<file path="src/rtl/gci_pkg.sv">
// Shared constants, field codes and the packed slot word for the
// time-slot channel port. Assumes a 32-bit slot sent MSB first.
package gci_pkg;

    localparam int SLOT_BITS = 32;
    localparam int POS_W     = $clog2(SLOT_BITS);

    // Field that a given slot bit belongs to
    typedef enum logic [2:0] {
        FLD_B1  = 3'd0,
        FLD_B2  = 3'd1,
        FLD_MON = 3'd2,
        FLD_D   = 3'd3,
        FLD_CI  = 3'd4,
        FLD_A   = 3'd5,
        FLD_E   = 3'd6
    } field_e;

    // Slot word; the MSB (b1[7]) is the first bit on the wire
    typedef struct packed {
        logic [7:0] b1;
        logic [7:0] b2;
        logic [7:0] mon;
        logic [1:0] d;
        logic [3:0] ci;
        logic       a;
        logic       e;
    } slot_word_t;

    // Map a bit position inside the slot to its field
    function automatic field_e field_at(input logic [POS_W-1:0] pos);
        if (pos < POS_W'(8))       return FLD_B1;
        else if (pos < POS_W'(16)) return FLD_B2;
        else if (pos < POS_W'(24)) return FLD_MON;
        else if (pos < POS_W'(26)) return FLD_D;
        else if (pos < POS_W'(30)) return FLD_CI;
        else if (pos == POS_W'(30)) return FLD_A;
        else                       return FLD_E;
    endfunction

endpackage

</file>
<file path="src/rtl/gci_edge_sync.sv">
// Resynchronises the bus wires into the local clock domain.
// Bit 0 of raw is the reference clock: its rising and falling edges are
// reported as one-cycle strobes. The remaining bits are passed through the
// same number of stages, so all wires keep their relative timing.
// Assumes the local clock is at least four times the bus bit clock.
module gci_edge_sync #(
    parameter int NSIG   = 4,
    parameter int STAGES = 2
) (
    input  logic            clk,
    input  logic            rst_n,
    input  logic [NSIG-1:0] raw,
    output logic [NSIG-1:1] data_s,
    output logic            ref_rise,
    output logic            ref_fall
);

    logic [NSIG-1:0] sync_v;
    logic            ref_prev;

    generate
        for (genvar i = 0; i < NSIG; i++) begin : g_sig
            logic [STAGES-1:0] chain;

            // Shift each wire through its own synchroniser chain
            always_ff @(posedge clk) begin
                if (!rst_n) chain <= '0;
                else        chain <= {chain[STAGES-2:0], raw[i]};
            end

            assign sync_v[i] = chain[STAGES-1];
        end
    endgenerate

    // Remember the last synchronised reference level for edge detection
    always_ff @(posedge clk) begin
        if (!rst_n) ref_prev <= 1'b0;
        else        ref_prev <= sync_v[0];
    end

    assign ref_rise = sync_v[0] & ~ref_prev;
    assign ref_fall = ~sync_v[0] & ref_prev;
    assign data_s   = sync_v[NSIG-1:1];

endmodule

</file>
<file path="src/rtl/gci_slot_timer.sv">
// Half-bit counter of the bus frame. Restarts on a rising frame sync seen
// at a bit-clock rising edge, and finds this device's slot from the
// channel strap. It emits a bit-boundary strobe (with slot membership and
// slot position) and a sample strobe at the second falling edge of each
// in-slot bit. Saturates after NUM_SLOTS slots until the next frame sync.
// Assumes NUM_SLOTS >= 2**CH_W.
module gci_slot_timer
    import gci_pkg::*;
#(
    parameter int NUM_SLOTS = 12,
    parameter int CH_W      = 3
) (
    input  logic             clk,
    input  logic             rst_n,
    input  logic             bclk_rise,
    input  logic             bclk_fall,
    input  logic             fsync_s,
    input  logic [CH_W-1:0]  chan,
    output logic             edge_stb,
    output logic             edge_in_slot,
    output logic [POS_W-1:0] edge_pos,
    output logic             smp_stb,
    output logic [POS_W-1:0] smp_pos
);

    localparam int HALF_MAX = 2 * NUM_SLOTS * SLOT_BITS;
    localparam int HC_W     = $clog2(HALF_MAX + 1);

    logic [HC_W-1:0] hcnt;
    logic [HC_W-1:0] hc_next;
    logic [HC_W-1:0] base;
    logic [HC_W-1:0] rel_nx;
    logic [HC_W-1:0] rel_cur;
    logic            fs_prev;
    logic            start;
    logic            framed;

    // Bit offset of this device's slot within the frame
    assign base = HC_W'(chan) << POS_W;

    // Position of a half-bit count relative to the slot base
    function automatic logic [HC_W-1:0] rel_of(input logic [HC_W-1:0] h,
                                               input logic [HC_W-1:0] b);
        return (h >> 1) - b;
    endfunction

    // True when the half-bit count lies in this device's slot
    function automatic logic in_slot(input logic [HC_W-1:0] h,
                                     input logic [HC_W-1:0] b);
        return (rel_of(h, b) < HC_W'(SLOT_BITS)) && (h != HC_W'(HALF_MAX));
    endfunction

    // Next counter value at a bit-clock rising edge
    always_comb begin
        start   = bclk_rise & fsync_s & ~fs_prev;
        if (start)                        hc_next = '0;
        else if (hcnt == HC_W'(HALF_MAX)) hc_next = hcnt;
        else                              hc_next = hcnt + 1'b1;
        rel_nx  = rel_of(hc_next, base);
        rel_cur = rel_of(hcnt, base);
    end

    // Half-bit counter and frame-sync edge tracking, advanced on rising edges
    always_ff @(posedge clk) begin
        if (!rst_n) begin
            hcnt    <= HC_W'(HALF_MAX);
            fs_prev <= 1'b0;
            framed  <= 1'b0;
        end else if (bclk_rise) begin
            hcnt    <= hc_next;
            fs_prev <= fsync_s;
            if (start) framed <= 1'b1;
        end
    end

    // Registered bit-boundary and sample strobes with slot positions
    always_ff @(posedge clk) begin
        if (!rst_n) begin
            edge_stb     <= 1'b0;
            edge_in_slot <= 1'b0;
            edge_pos     <= '0;
            smp_stb      <= 1'b0;
            smp_pos      <= '0;
        end else begin
            edge_stb     <= bclk_rise & (framed | start) & ~hc_next[0];
            edge_in_slot <= in_slot(hc_next, base);
            edge_pos     <= rel_nx[POS_W-1:0];
            smp_stb      <= bclk_fall & framed & hcnt[0] & in_slot(hcnt, base);
            smp_pos      <= rel_cur[POS_W-1:0];
        end
    end

    AST_NO_SAMPLE_UNFRAMED: assert property (@(posedge clk) disable iff (!rst_n)
        !framed |=> !smp_stb);

    AST_START_IS_BOUNDARY: assert property (@(posedge clk) disable iff (!rst_n)
        start |=> edge_stb);

endmodule

</file>
<file path="src/rtl/gci_tx_path.sv">
// Transmit side of the slot. Captures the transmit word at slot bit 0 and
// drives one bit per bit boundary as an open-drain pull. It reads the
// wire back at each sample point. A released Monitor or C/I bit seen low
// raises a sticky flag and fences that field (wire released) for the rest
// of the slot. Outside the slot the wire is always released.
module gci_tx_path
    import gci_pkg::*;
(
    input  logic             clk,
    input  logic             rst_n,
    input  logic             edge_stb,
    input  logic             edge_in_slot,
    input  logic [POS_W-1:0] edge_pos,
    input  logic             smp_stb,
    input  logic [POS_W-1:0] smp_pos,
    input  slot_word_t       tx_in,
    input  logic             sense_s,
    output logic             tx_pull,
    output logic             mon_hit,
    output logic             ci_hit
);

    slot_word_t       held;
    logic [31:0]      cur_v;
    logic [POS_W-1:0] idx;
    field_e           lfld;
    field_e           sfld;
    logic             fenced;
    logic             drv_now;
    logic             drv_q;
    logic             kill_mon;
    logic             kill_ci;
    logic             clash;
    logic             slot_first;

    // Select the bit to launch and apply any active field fence
    always_comb begin
        slot_first = edge_stb & edge_in_slot & (edge_pos == '0);
        cur_v      = (edge_pos == '0) ? tx_in : held;
        idx        = POS_W'(SLOT_BITS - 1) - edge_pos;
        lfld       = field_at(edge_pos);
        fenced     = ((lfld == FLD_MON) & kill_mon) | ((lfld == FLD_CI) & kill_ci);
        drv_now    = cur_v[idx] | fenced;
        sfld       = field_at(smp_pos);
        clash      = smp_stb & drv_q & ~sense_s;
    end

    // Launch a bit at each in-slot boundary; release outside the slot
    always_ff @(posedge clk) begin
        if (!rst_n) begin
            held    <= '0;
            drv_q   <= 1'b1;
            tx_pull <= 1'b0;
        end else if (edge_stb) begin
            if (edge_in_slot) begin
                drv_q   <= drv_now;
                tx_pull <= ~drv_now;
                if (edge_pos == '0) held <= tx_in;
            end else begin
                drv_q   <= 1'b1;
                tx_pull <= 1'b0;
            end
        end
    end

    // Per-slot field fences: cleared at slot start, set on a clash
    always_ff @(posedge clk) begin
        if (!rst_n) begin
            kill_mon <= 1'b0;
            kill_ci  <= 1'b0;
        end else if (slot_first) begin
            kill_mon <= 1'b0;
            kill_ci  <= 1'b0;
        end else if (clash) begin
            if (sfld == FLD_MON) kill_mon <= 1'b1;
            if (sfld == FLD_CI)  kill_ci  <= 1'b1;
        end
    end

    // Sticky contention flags, cleared only by reset
    always_ff @(posedge clk) begin
        if (!rst_n) begin
            mon_hit <= 1'b0;
            ci_hit  <= 1'b0;
        end else if (clash) begin
            if (sfld == FLD_MON) mon_hit <= 1'b1;
            if (sfld == FLD_CI)  ci_hit  <= 1'b1;
        end
    end

    AST_RELEASE_OUTSIDE: assert property (@(posedge clk) disable iff (!rst_n)
        (edge_stb && !edge_in_slot) |=> !tx_pull);

    AST_MON_FENCE: assert property (@(posedge clk) disable iff (!rst_n)
        (edge_stb && edge_in_slot && kill_mon && lfld == FLD_MON) |=> !tx_pull);

    AST_CI_FENCE: assert property (@(posedge clk) disable iff (!rst_n)
        (edge_stb && edge_in_slot && kill_ci && lfld == FLD_CI) |=> !tx_pull);

    AST_MON_STICKY: assert property (@(posedge clk) disable iff (!rst_n)
        mon_hit |=> mon_hit);

    AST_CI_STICKY: assert property (@(posedge clk) disable iff (!rst_n)
        ci_hit |=> ci_hit);

    AST_NO_FLAG_OTHER: assert property (@(posedge clk) disable iff (!rst_n)
        (smp_stb && sfld != FLD_MON && sfld != FLD_CI && !mon_hit && !ci_hit)
        |=> (!mon_hit && !ci_hit));

endmodule

</file>
<file path="src/rtl/gci_rx_path.sv">
// Receive side of the slot. Shifts in one bit per sample strobe and, at
// the last slot bit, loads the full word into the output fields with a
// one-cycle valid strobe. Assumes sample strobes arrive in slot order.
module gci_rx_path
    import gci_pkg::*;
(
    input  logic             clk,
    input  logic             rst_n,
    input  logic             smp_stb,
    input  logic [POS_W-1:0] smp_pos,
    input  logic             rx_s,
    output slot_word_t       rx_word,
    output logic             rx_valid
);

    logic [SLOT_BITS-2:0] sh;
    logic                 last_bit;

    assign last_bit = smp_stb & (smp_pos == POS_W'(SLOT_BITS - 1));

    // Collect received bits MSB first
    always_ff @(posedge clk) begin
        if (!rst_n)       sh <= '0;
        else if (smp_stb) sh <= {sh[SLOT_BITS-3:0], rx_s};
    end

    // Load the output fields and pulse valid after the last slot bit
    always_ff @(posedge clk) begin
        if (!rst_n) begin
            rx_word  <= '0;
            rx_valid <= 1'b0;
        end else begin
            rx_valid <= last_bit;
            if (last_bit) rx_word <= slot_word_t'({sh, rx_s});
        end
    end

    AST_VALID_ONE_CYCLE: assert property (@(posedge clk) disable iff (!rst_n)
        rx_valid |=> !rx_valid);

    AST_VALID_AFTER_LAST: assert property (@(posedge clk) disable iff (!rst_n)
        rx_valid |-> $past(smp_stb && smp_pos == POS_W'(SLOT_BITS - 1)));

endmodule

</file>
<file path="src/rtl/gci_channel_port.sv">
// Time-slot channel port: a slave on a shared four-wire framed bus. It
// resynchronises the bus wires, times the frame and its own slot, sends
// the transmit fields as open-drain pulls and receives the same fields.
// Assumes clk runs at least 4x the bus bit clock and that the bit clock
// gives at least 2**CH_W slots per frame.
module gci_channel_port
    import gci_pkg::*;
#(
    parameter int NUM_SLOTS   = 12,
    parameter int CH_W        = 3,
    parameter int SYNC_STAGES = 2
) (
    input  logic            clk,
    input  logic            rst_n,
    input  logic            bus_bclk,
    input  logic            bus_fsync,
    input  logic            bus_rx,
    input  logic            bus_sense,
    input  logic [CH_W-1:0] chan_sel,
    input  logic [7:0]      tx_b1,
    input  logic [7:0]      tx_b2,
    input  logic [7:0]      tx_mon,
    input  logic [1:0]      tx_d,
    input  logic [3:0]      tx_ci,
    input  logic            tx_a,
    input  logic            tx_e,
    output logic            bus_pull,
    output logic [7:0]      rx_b1,
    output logic [7:0]      rx_b2,
    output logic [7:0]      rx_mon,
    output logic [1:0]      rx_d,
    output logic [3:0]      rx_ci,
    output logic            rx_a,
    output logic            rx_e,
    output logic            rx_valid,
    output logic            mon_clash,
    output logic            ci_clash
);

    localparam int NSIG = 4;

    logic [NSIG-1:1]  wires_s;
    logic             bclk_rise;
    logic             bclk_fall;
    logic             edge_stb;
    logic             edge_in_slot;
    logic [POS_W-1:0] edge_pos;
    logic             smp_stb;
    logic [POS_W-1:0] smp_pos;
    slot_word_t       tx_word;
    slot_word_t       rx_word;

    // Pack the transmit fields into the slot word
    assign tx_word = {tx_b1, tx_b2, tx_mon, tx_d, tx_ci, tx_a, tx_e};

    gci_edge_sync #(
        .NSIG   (NSIG),
        .STAGES (SYNC_STAGES)
    ) u_sync (
        .clk      (clk),
        .rst_n    (rst_n),
        .raw      ({bus_sense, bus_rx, bus_fsync, bus_bclk}),
        .data_s   (wires_s),
        .ref_rise (bclk_rise),
        .ref_fall (bclk_fall)
    );

    gci_slot_timer #(
        .NUM_SLOTS (NUM_SLOTS),
        .CH_W      (CH_W)
    ) u_timer (
        .clk          (clk),
        .rst_n        (rst_n),
        .bclk_rise    (bclk_rise),
        .bclk_fall    (bclk_fall),
        .fsync_s      (wires_s[1]),
        .chan         (chan_sel),
        .edge_stb     (edge_stb),
        .edge_in_slot (edge_in_slot),
        .edge_pos     (edge_pos),
        .smp_stb      (smp_stb),
        .smp_pos      (smp_pos)
    );

    gci_tx_path u_tx (
        .clk          (clk),
        .rst_n        (rst_n),
        .edge_stb     (edge_stb),
        .edge_in_slot (edge_in_slot),
        .edge_pos     (edge_pos),
        .smp_stb      (smp_stb),
        .smp_pos      (smp_pos),
        .tx_in        (tx_word),
        .sense_s      (wires_s[3]),
        .tx_pull      (bus_pull),
        .mon_hit      (mon_clash),
        .ci_hit       (ci_clash)
    );

    gci_rx_path u_rx (
        .clk      (clk),
        .rst_n    (rst_n),
        .smp_stb  (smp_stb),
        .smp_pos  (smp_pos),
        .rx_s     (wires_s[2]),
        .rx_word  (rx_word),
        .rx_valid (rx_valid)
    );

    // Unpack the received slot word
    assign rx_b1  = rx_word.b1;
    assign rx_b2  = rx_word.b2;
    assign rx_mon = rx_word.mon;
    assign rx_d   = rx_word.d;
    assign rx_ci  = rx_word.ci;
    assign rx_a   = rx_word.a;
    assign rx_e   = rx_word.e;

endmodule

</file>
<file path="config.mk">
export PLATFORM = sky130hd
export DESIGN_NAME = gci_channel_port
export DESIGN_NICKNAME = d
export VERILOG_FILES = /design/src/rtl/gci_pkg.sv /design/src/rtl/gci_edge_sync.sv /design/src/rtl/gci_slot_timer.sv /design/src/rtl/gci_tx_path.sv /design/src/rtl/gci_rx_path.sv /design/src/rtl/gci_channel_port.sv
export SDC_FILE = /design/constraint.sdc
export NUM_CORES = 1
export LEC_CHECK = 0
export BUFFER_PORTS_ARGS = -buffer_cell sky130_fd_sc_hd__buf_4
export CAP_MARGIN = 10
export CORE_MARGIN = 3
export CORE_UTILIZATION = 50
export DETAILED_ROUTE_END_ITERATION = 8
export GPL_TIMING_DRIVEN = 1
export HOLD_SLACK_MARGIN = 0.03
export PLACE_DENSITY = 0.7
export SLEW_MARGIN = 30
export SYNTH_ARGS = -nofsm -noshare
export SYNTH_HDL_FRONTEND = slang
export SYNTH_HIERARCHICAL = 1
export SYNTH_SLANG_ARGS = --single-unit
export TNS_END_PERCENT = 5
</file>
<file path="constraint.sdc">
create_clock -name clk -period 3.6 [get_ports clk]
set_clock_uncertainty 0.15 [all_clocks]
set_input_delay 0.72 -clock clk [delete_from_list [all_inputs] [get_ports clk]]
set_output_delay 0.72 -clock clk [all_outputs]
set_load 0.01 [all_outputs]
</file>
==> impl_metrics.json, run 1 <==
{
  "outcome": "complete, no violations",
  "crit_path_end_kind": "register",
  "hpwlAfterDp_um": 8360,
  "yosys.area.top_type": "dfxtp_1",
  "holdBufCountCts": 0,
  "drt_iter0_drc": 257,
  "route.vias.total": 4580,
  "wirelength_um": 12600,
  "worstPathRequired_ns": 3.80,
  "pre_cts_ws_ns": 0.531,
  "worst_slack_ns": 0.444,
  "drive_gt1_frac": 0.183,
  "fp.dieW_um": 116,
  "hold_path.class": "register to register",
  "tns_ns": 0,
  "slowest_delay_ns": 0.59,
  "synth.avg_cell_area_um2": 9.25,
  "grt_pass1_wl_um": 20500,
  "ctsResizeCount": 0,
  "die_h_um": 116,
  "async_flop_share": 0,
  "syn_inst": 653,
  "cp.arrival_ns": 3.35,
  "fin_util": 0.619,
  "synth.area.top_cells": "dfxtp_1 (45%), mux2i_1 (12%), nand2_1 (9.0%)",
  "syn-num-nets": 704,
  "htreeDepth": 4,
  "rsz0062_at_grt": "no",
  "clk_latency_ns": 0.42,
  "grt_use_total": 0.191,
  "start_util": 0.520,
  "synth_commonest_cells": "nand2_1 (145), dfxtp_1 (136), mux2i_1 (73)",
  "cpLargestDelayFamily": "adder cells",
  "fin_nets": 758,
  "grt_max_degree": 57,
  "dp.cells": 831,
  "dpl_cell_area_um2": 6540,
  "fmaxAchievable_ghz": 0.317,
  "area_growth_pct": 19.2,
  "antenna_found_initial": 0,
  "critPathMaxFanout": 11,
  "stdcell_area_um2": 7190,
  "fin_crit_ns": 3.16,
  "num_rows": 39,
  "dieArea_um2": 13400,
  "post_synth_num_cell_types": 70,
  "netlist.area_leader.share": 0.451,
  "gp_congestion": 0.851,
  "holdWs_ns": 0.285,
  "worst_pin_slew_ns": 0.794,
  "synth_edf_count": 0,
  "gr-total-overflow": 0,
  "finalSetupViolations": 0,
  "ant_nets": 0,
  "cts_setup_buffers": 0,
  "clkTransAtPathRegs_ns": 0.05,
  "drc": 0,
  "syn-cell-area_um2": 6040,
  "stdcell_count": 863,
  "crit_type": "register to register",
  "synth_seq_cells": 136,
  "finalPower_mw": 3.51,
  "vias_per_cell": 5.31,
  "root_buffer": "clkbuf_16",
  "maxCapViolations": 0,
  "ys.flop_type": "dfxtp_1",
  "yosysSeqAreaShare": 0.451,
  "start_kind": "register",
  "p_leak_nw": 2.63,
  "hold_violations": 0,
  "io_pins": 77,
  "grt_pass1_vias": 4425,
  "clock-sinks": 136,
  "path_depth": 11,
  "wl_per_cell_um": 14.6,
  "cts_tree": "built",
  "design.core.area_um2": 11600,
  "crit_slowest_cell": "dfxtp_1",
  "drv_slew": 0,
  "powerDensity_nw_per_um2": 488,
  "fin_crit_sh": 0.877,
  "cts.path.max_buffers": 2,
  "yosysWarnings": 6,
  "crit_chain": "ha_1 > nand2_1 > xnor2_1 > nand2_1 > ha_1 > inv_1 > fa_1 > xnor2_1 > and4b_1 > or3b_2 > o21ai_1",
  "synth_most_common_cell": "nand2_1",
  "drtPass1Iterations": 5,
  "vdd_drop_max_uv": 313,
  "reg2reg_depth": 11,
  "crit_buf_inv": 1,
  "slew_headroom": 0.470,
  "io_buffers": 76,
  "diodes": 0,
  "min_path_cells": 1,
  "cts_buffers": 17
}
flip-flops by register name (all words and copies together) (netlist names), 5 cells and up:
signal / count
u_sync/g_sig.chain: 8
u_rx/sh: 31
u_timer/edge_pos: 5
u_rx/rx_word: 32
u_timer/hcnt: 10
u_timer/smp_pos: 5
u_tx/held: 32
worst reg2reg max path: cells and delay by family, from the launching register on:
family | cells | cell delay [ns]
compound gates | 1 | 0.07
simple gates | 4 | 0.87
flops | 1 | 0.59
fa+ha+maj | 3 | 1.02
xor+xnor | 2 | 0.32
buf+inv | 1 | 0.06
final timing paths:
path / from / slack [ns] / endpoint
worst max-delay path: u_timer/hcnt[0] / 0.44 / u_timer/edge_in_slot
worst min-delay path: u_sync/g_sig[0].chain[0] / 0.29 / u_sync/g_sig[0].chain[1]
worst max register to register: u_timer/hcnt[0] / 0.44 / u_timer/edge_in_slot
worst min register to register: u_sync/g_sig[0].chain[0] / 0.29 / u_sync/g_sig[0].chain[1]
layout make-up:
class                           count  area (um2)
Fill cell                         988        4420
Multi-Input combinational cell    457        2970
Sequential cell                   136        2720
Timing Repair Buffer               83         623
Clock buffer                       20         457
Clock inverter                     12         198
Tap cell                          143         179
Inverter                           12        45.0
kinds of logic (layout without fill, tap and decap cells):
family | Yosys count | after routing | share of synthesized area
compound gates | 82 | 82 | 0.0875
xor+xnor | 9 | 9 | 0.0131
fa+ha+maj | 10 | 10 | 0.0232
buf+inv | 60 | 127 | 0.0572
flops | 136 | 136 | 0.451
mux | 77 | 77 | 0.132
simple gates | 279 | 279 | 0.236
report_power, final:
group          total [mW]  switching, mW  internal (mW)  leakage [nW]
sequential           1.51        0.00178           1.51          1.10
clock                1.90          0.638           1.26         0.316
combinational      0.0972         0.0470         0.0503          1.21
routing by layer:
layer	part of all wire	track usage	routed length (um)
met1	0.46	0.241	5830
met2	0.48	0.307	6100
met3	0.035	0.0460	444
met4	0.021	0.0944	260
met5	0	0	0
placed cells by master (no fill, tap or decap), types with 17 or more instances in the layout:
master	n
dfxtp_1	135
buf_4	83
nor2b_1	42
and2_1	17
a21oi_1	36
mux2i_1	73
clkbuf_16	17
nand2_1	145
nor2_1	22
Power figures use the tool's default switching activity.
==> run 2: changes to the inputs <==
--- a/config.mk
+++ b/config.mk
@@ -10,9 +10,10 @@
 export CORE_MARGIN = 3
 export CORE_UTILIZATION = 50
 export DETAILED_ROUTE_END_ITERATION = 8
-export GPL_TIMING_DRIVEN = 1
+export GPL_ROUTABILITY_DRIVEN = 0
 export HOLD_SLACK_MARGIN = 0.03
 export PLACE_DENSITY = 0.7
+export REMOVE_ABC_BUFFERS = 1
 export SLEW_MARGIN = 30
 export SYNTH_ARGS = -nofsm -noshare
 export SYNTH_HDL_FRONTEND = slang
==> impl_metrics.json, run 2 (same netlist as run 1, synthesis figures left out) <==
{
  "outcome": "complete, no violations",
  "start_util": 0.520,
  "grtUsageMet2": 0.295,
  "met1_usage": 0.250,
  "start_kind": "register",
  "fin_crit_sh": 0.903,
  "seqCellArea_um2": 2720,
  "fin_nets": 758,
  "die_h_um": 116,
  "clock-sinks": 136,
  "drc": 0,
  "slew_headroom": 0.525,
  "final_common_cell": "nand2_1",
  "drt_iter0_drc": 333,
  "fp.dieW_um": 116,
  "p_leak_nw": 2.61,
  "hpwlAfterDp_um": 8110,
  "hold_violations": 0,
  "cts_setup_buffers": 0,
  "io_pins": 77,
  "powerDensity_nw_per_um2": 474,
  "tns_ns": 0,
  "crit_type": "register to register",
  "layout_common_cells": "nand2_1 (145), dfxtp_1 (135), buf_4 (83), mux2i_1 (73), nor2b_1 (42)",
  "rsz0062_at_grt": "no",
  "nFillCells": 978,
  "cts.path.max_buffers": 2,
  "design.core.area_um2": 11600,
  "holdBufCountCts": 0,
  "cp.arrival_ns": 3.45,
  "root_buffer": "clkbuf_16",
  "area_growth_pct": 18.6,
  "fmaxAchievable_ghz": 0.308,
  "drv_slew": 0,
  "ant_nets": 0,
  "finalPower_mw": 3.39,
  "cts_buffers": 17,
  "crit_path_end_kind": "register",
  "worstPathRequired_ns": 3.80,
  "vias_per_cell": 5.36,
  "drtPass1Iterations": 5,
  "antenna_found_initial": 0,
  "grt_pass1_vias": 4438,
  "critPathMaxFanout": 11,
  "top_usage_layer": "met2",
  "num_rows": 39,
  "wl_per_cell_um": 14.1,
  "grt_max_degree": 78,
  "dieArea_um2": 13400,
  "grt_pass1_wl_um": 20500,
  "worst_pin_slew_ns": 0.712,
  "finalSetupViolations": 0,
  "crit_chain": "ha_1 > nand2_1 > xnor2_1 > nand2_1 > ha_1 > inv_1 > fa_1 > xnor2_1 > and4b_1 > or3b_2 > o21ai_1",
  "slowest_delay_ns": 0.56,
  "diodes": 0,
  "hold_path.class": "register to register",
  "dpl_cell_area_um2": 6540,
  "fin_crit_ns": 3.25,
  "crit_slowest_cell": "dfxtp_1",
  "grt_use_total": 0.191,
  "holdWs_ns": 0.281,
  "clkTransAtPathRegs_ns": 0.06,
  "multi_input_area_um2": 2970,
  "htreeDepth": 4,
  "io_buffers": 76,
  "stdcell_area_um2": 7160,
  "fin_util": 0.616,
  "use_met3": 0.0533,
  "maxCapViolations": 0,
  "gr-total-overflow": 0,
  "cts_tree": "built",
  "top_regs": "u_rx/rx_word: 32 flops, u_tx/held: 32 flops, u_rx/sh: 31 flops",
  "wirelength_um": 12200,
  "clk_latency_ns": 0.42,
  "route.vias.total": 4629,
  "vdd_drop_max_uv": 325,
  "ctsResizeCount": 0,
  "drive_gt1_frac": 0.185
}
==> run 2: changes by cell type in the layout (fill, tap and decap cells not counted) <==
cell / previous run / this run
clkinv_2: 3 / 2
clkbuf_1: 1 / 0
inv_6: 0 / 3
clkinvlp_4: 2 / 3
bufinv_16: 5 / 3
==> run 2: critical path, delay by kind of cell, from the launching register on <==
family / cells / cell delay, ns
xor+xnor: 2 / 0.36
flops: 1 / 0.56
compound gates: 1 / 0.08
buf+inv: 1 / 0.06
fa+ha+maj: 3 / 1.04
simple gates: 4 / 0.94
==> run 2: layer usage <==
| metal | share of wire | routed length, um |
|---|---|---|
| met5 | 0 | 0 |
| met4 | 0.020 | 245 |
| met3 | 0.052 | 628 |
| met2 | 0.47 | 5700 |
| met1 | 0.46 | 5570 |
==> run 2: final timing paths <==
kind | from | to | slack, ns | cells past startpoint
worst min-delay path | u_sync/g_sig[0].chain[0] | u_sync/g_sig[0].chain[1] | 0.28 | 1
worst max register to register | u_timer/hcnt[0] | u_timer/edge_in_slot | 0.35 | 11
worst max-delay path | u_timer/hcnt[0] | u_timer/edge_in_slot | 0.35 | 11
worst min register to register | u_sync/g_sig[0].chain[0] | u_sync/g_sig[0].chain[1] | 0.28 | 1
==> run 2: report_power, final <==
| group | internal (mW) | switching, mW | total, mW |
|---|---|---|---|
| combinational | 0.0498 | 0.0469 | 0.0967 |
| sequential | 1.51 | 0.00165 | 1.51 |
| clock | 1.13 | 0.653 | 1.78 |
| total | 2.69 | 0.701 | 3.39 |
==> run 2: through the flow <==
step,worst slack (ns),cells
3_5_place_dp,0.530,831
2_1_floorplan,0.650,605
3_3_place_gp,0.662,831
5_1_grt,0.236,863
6_report,0.351,863
4_1_cts,0.444,863
==> run 2: final cells by class <==
type                       count  share of cell area
timing repair buffer          83              0.0870
clock inverter                13              0.0232
clock buffer                  19              0.0633
tap                          143              0.0250
sequential                   136               0.380
multi-input combinational    457               0.415
inverter                      12             0.00629
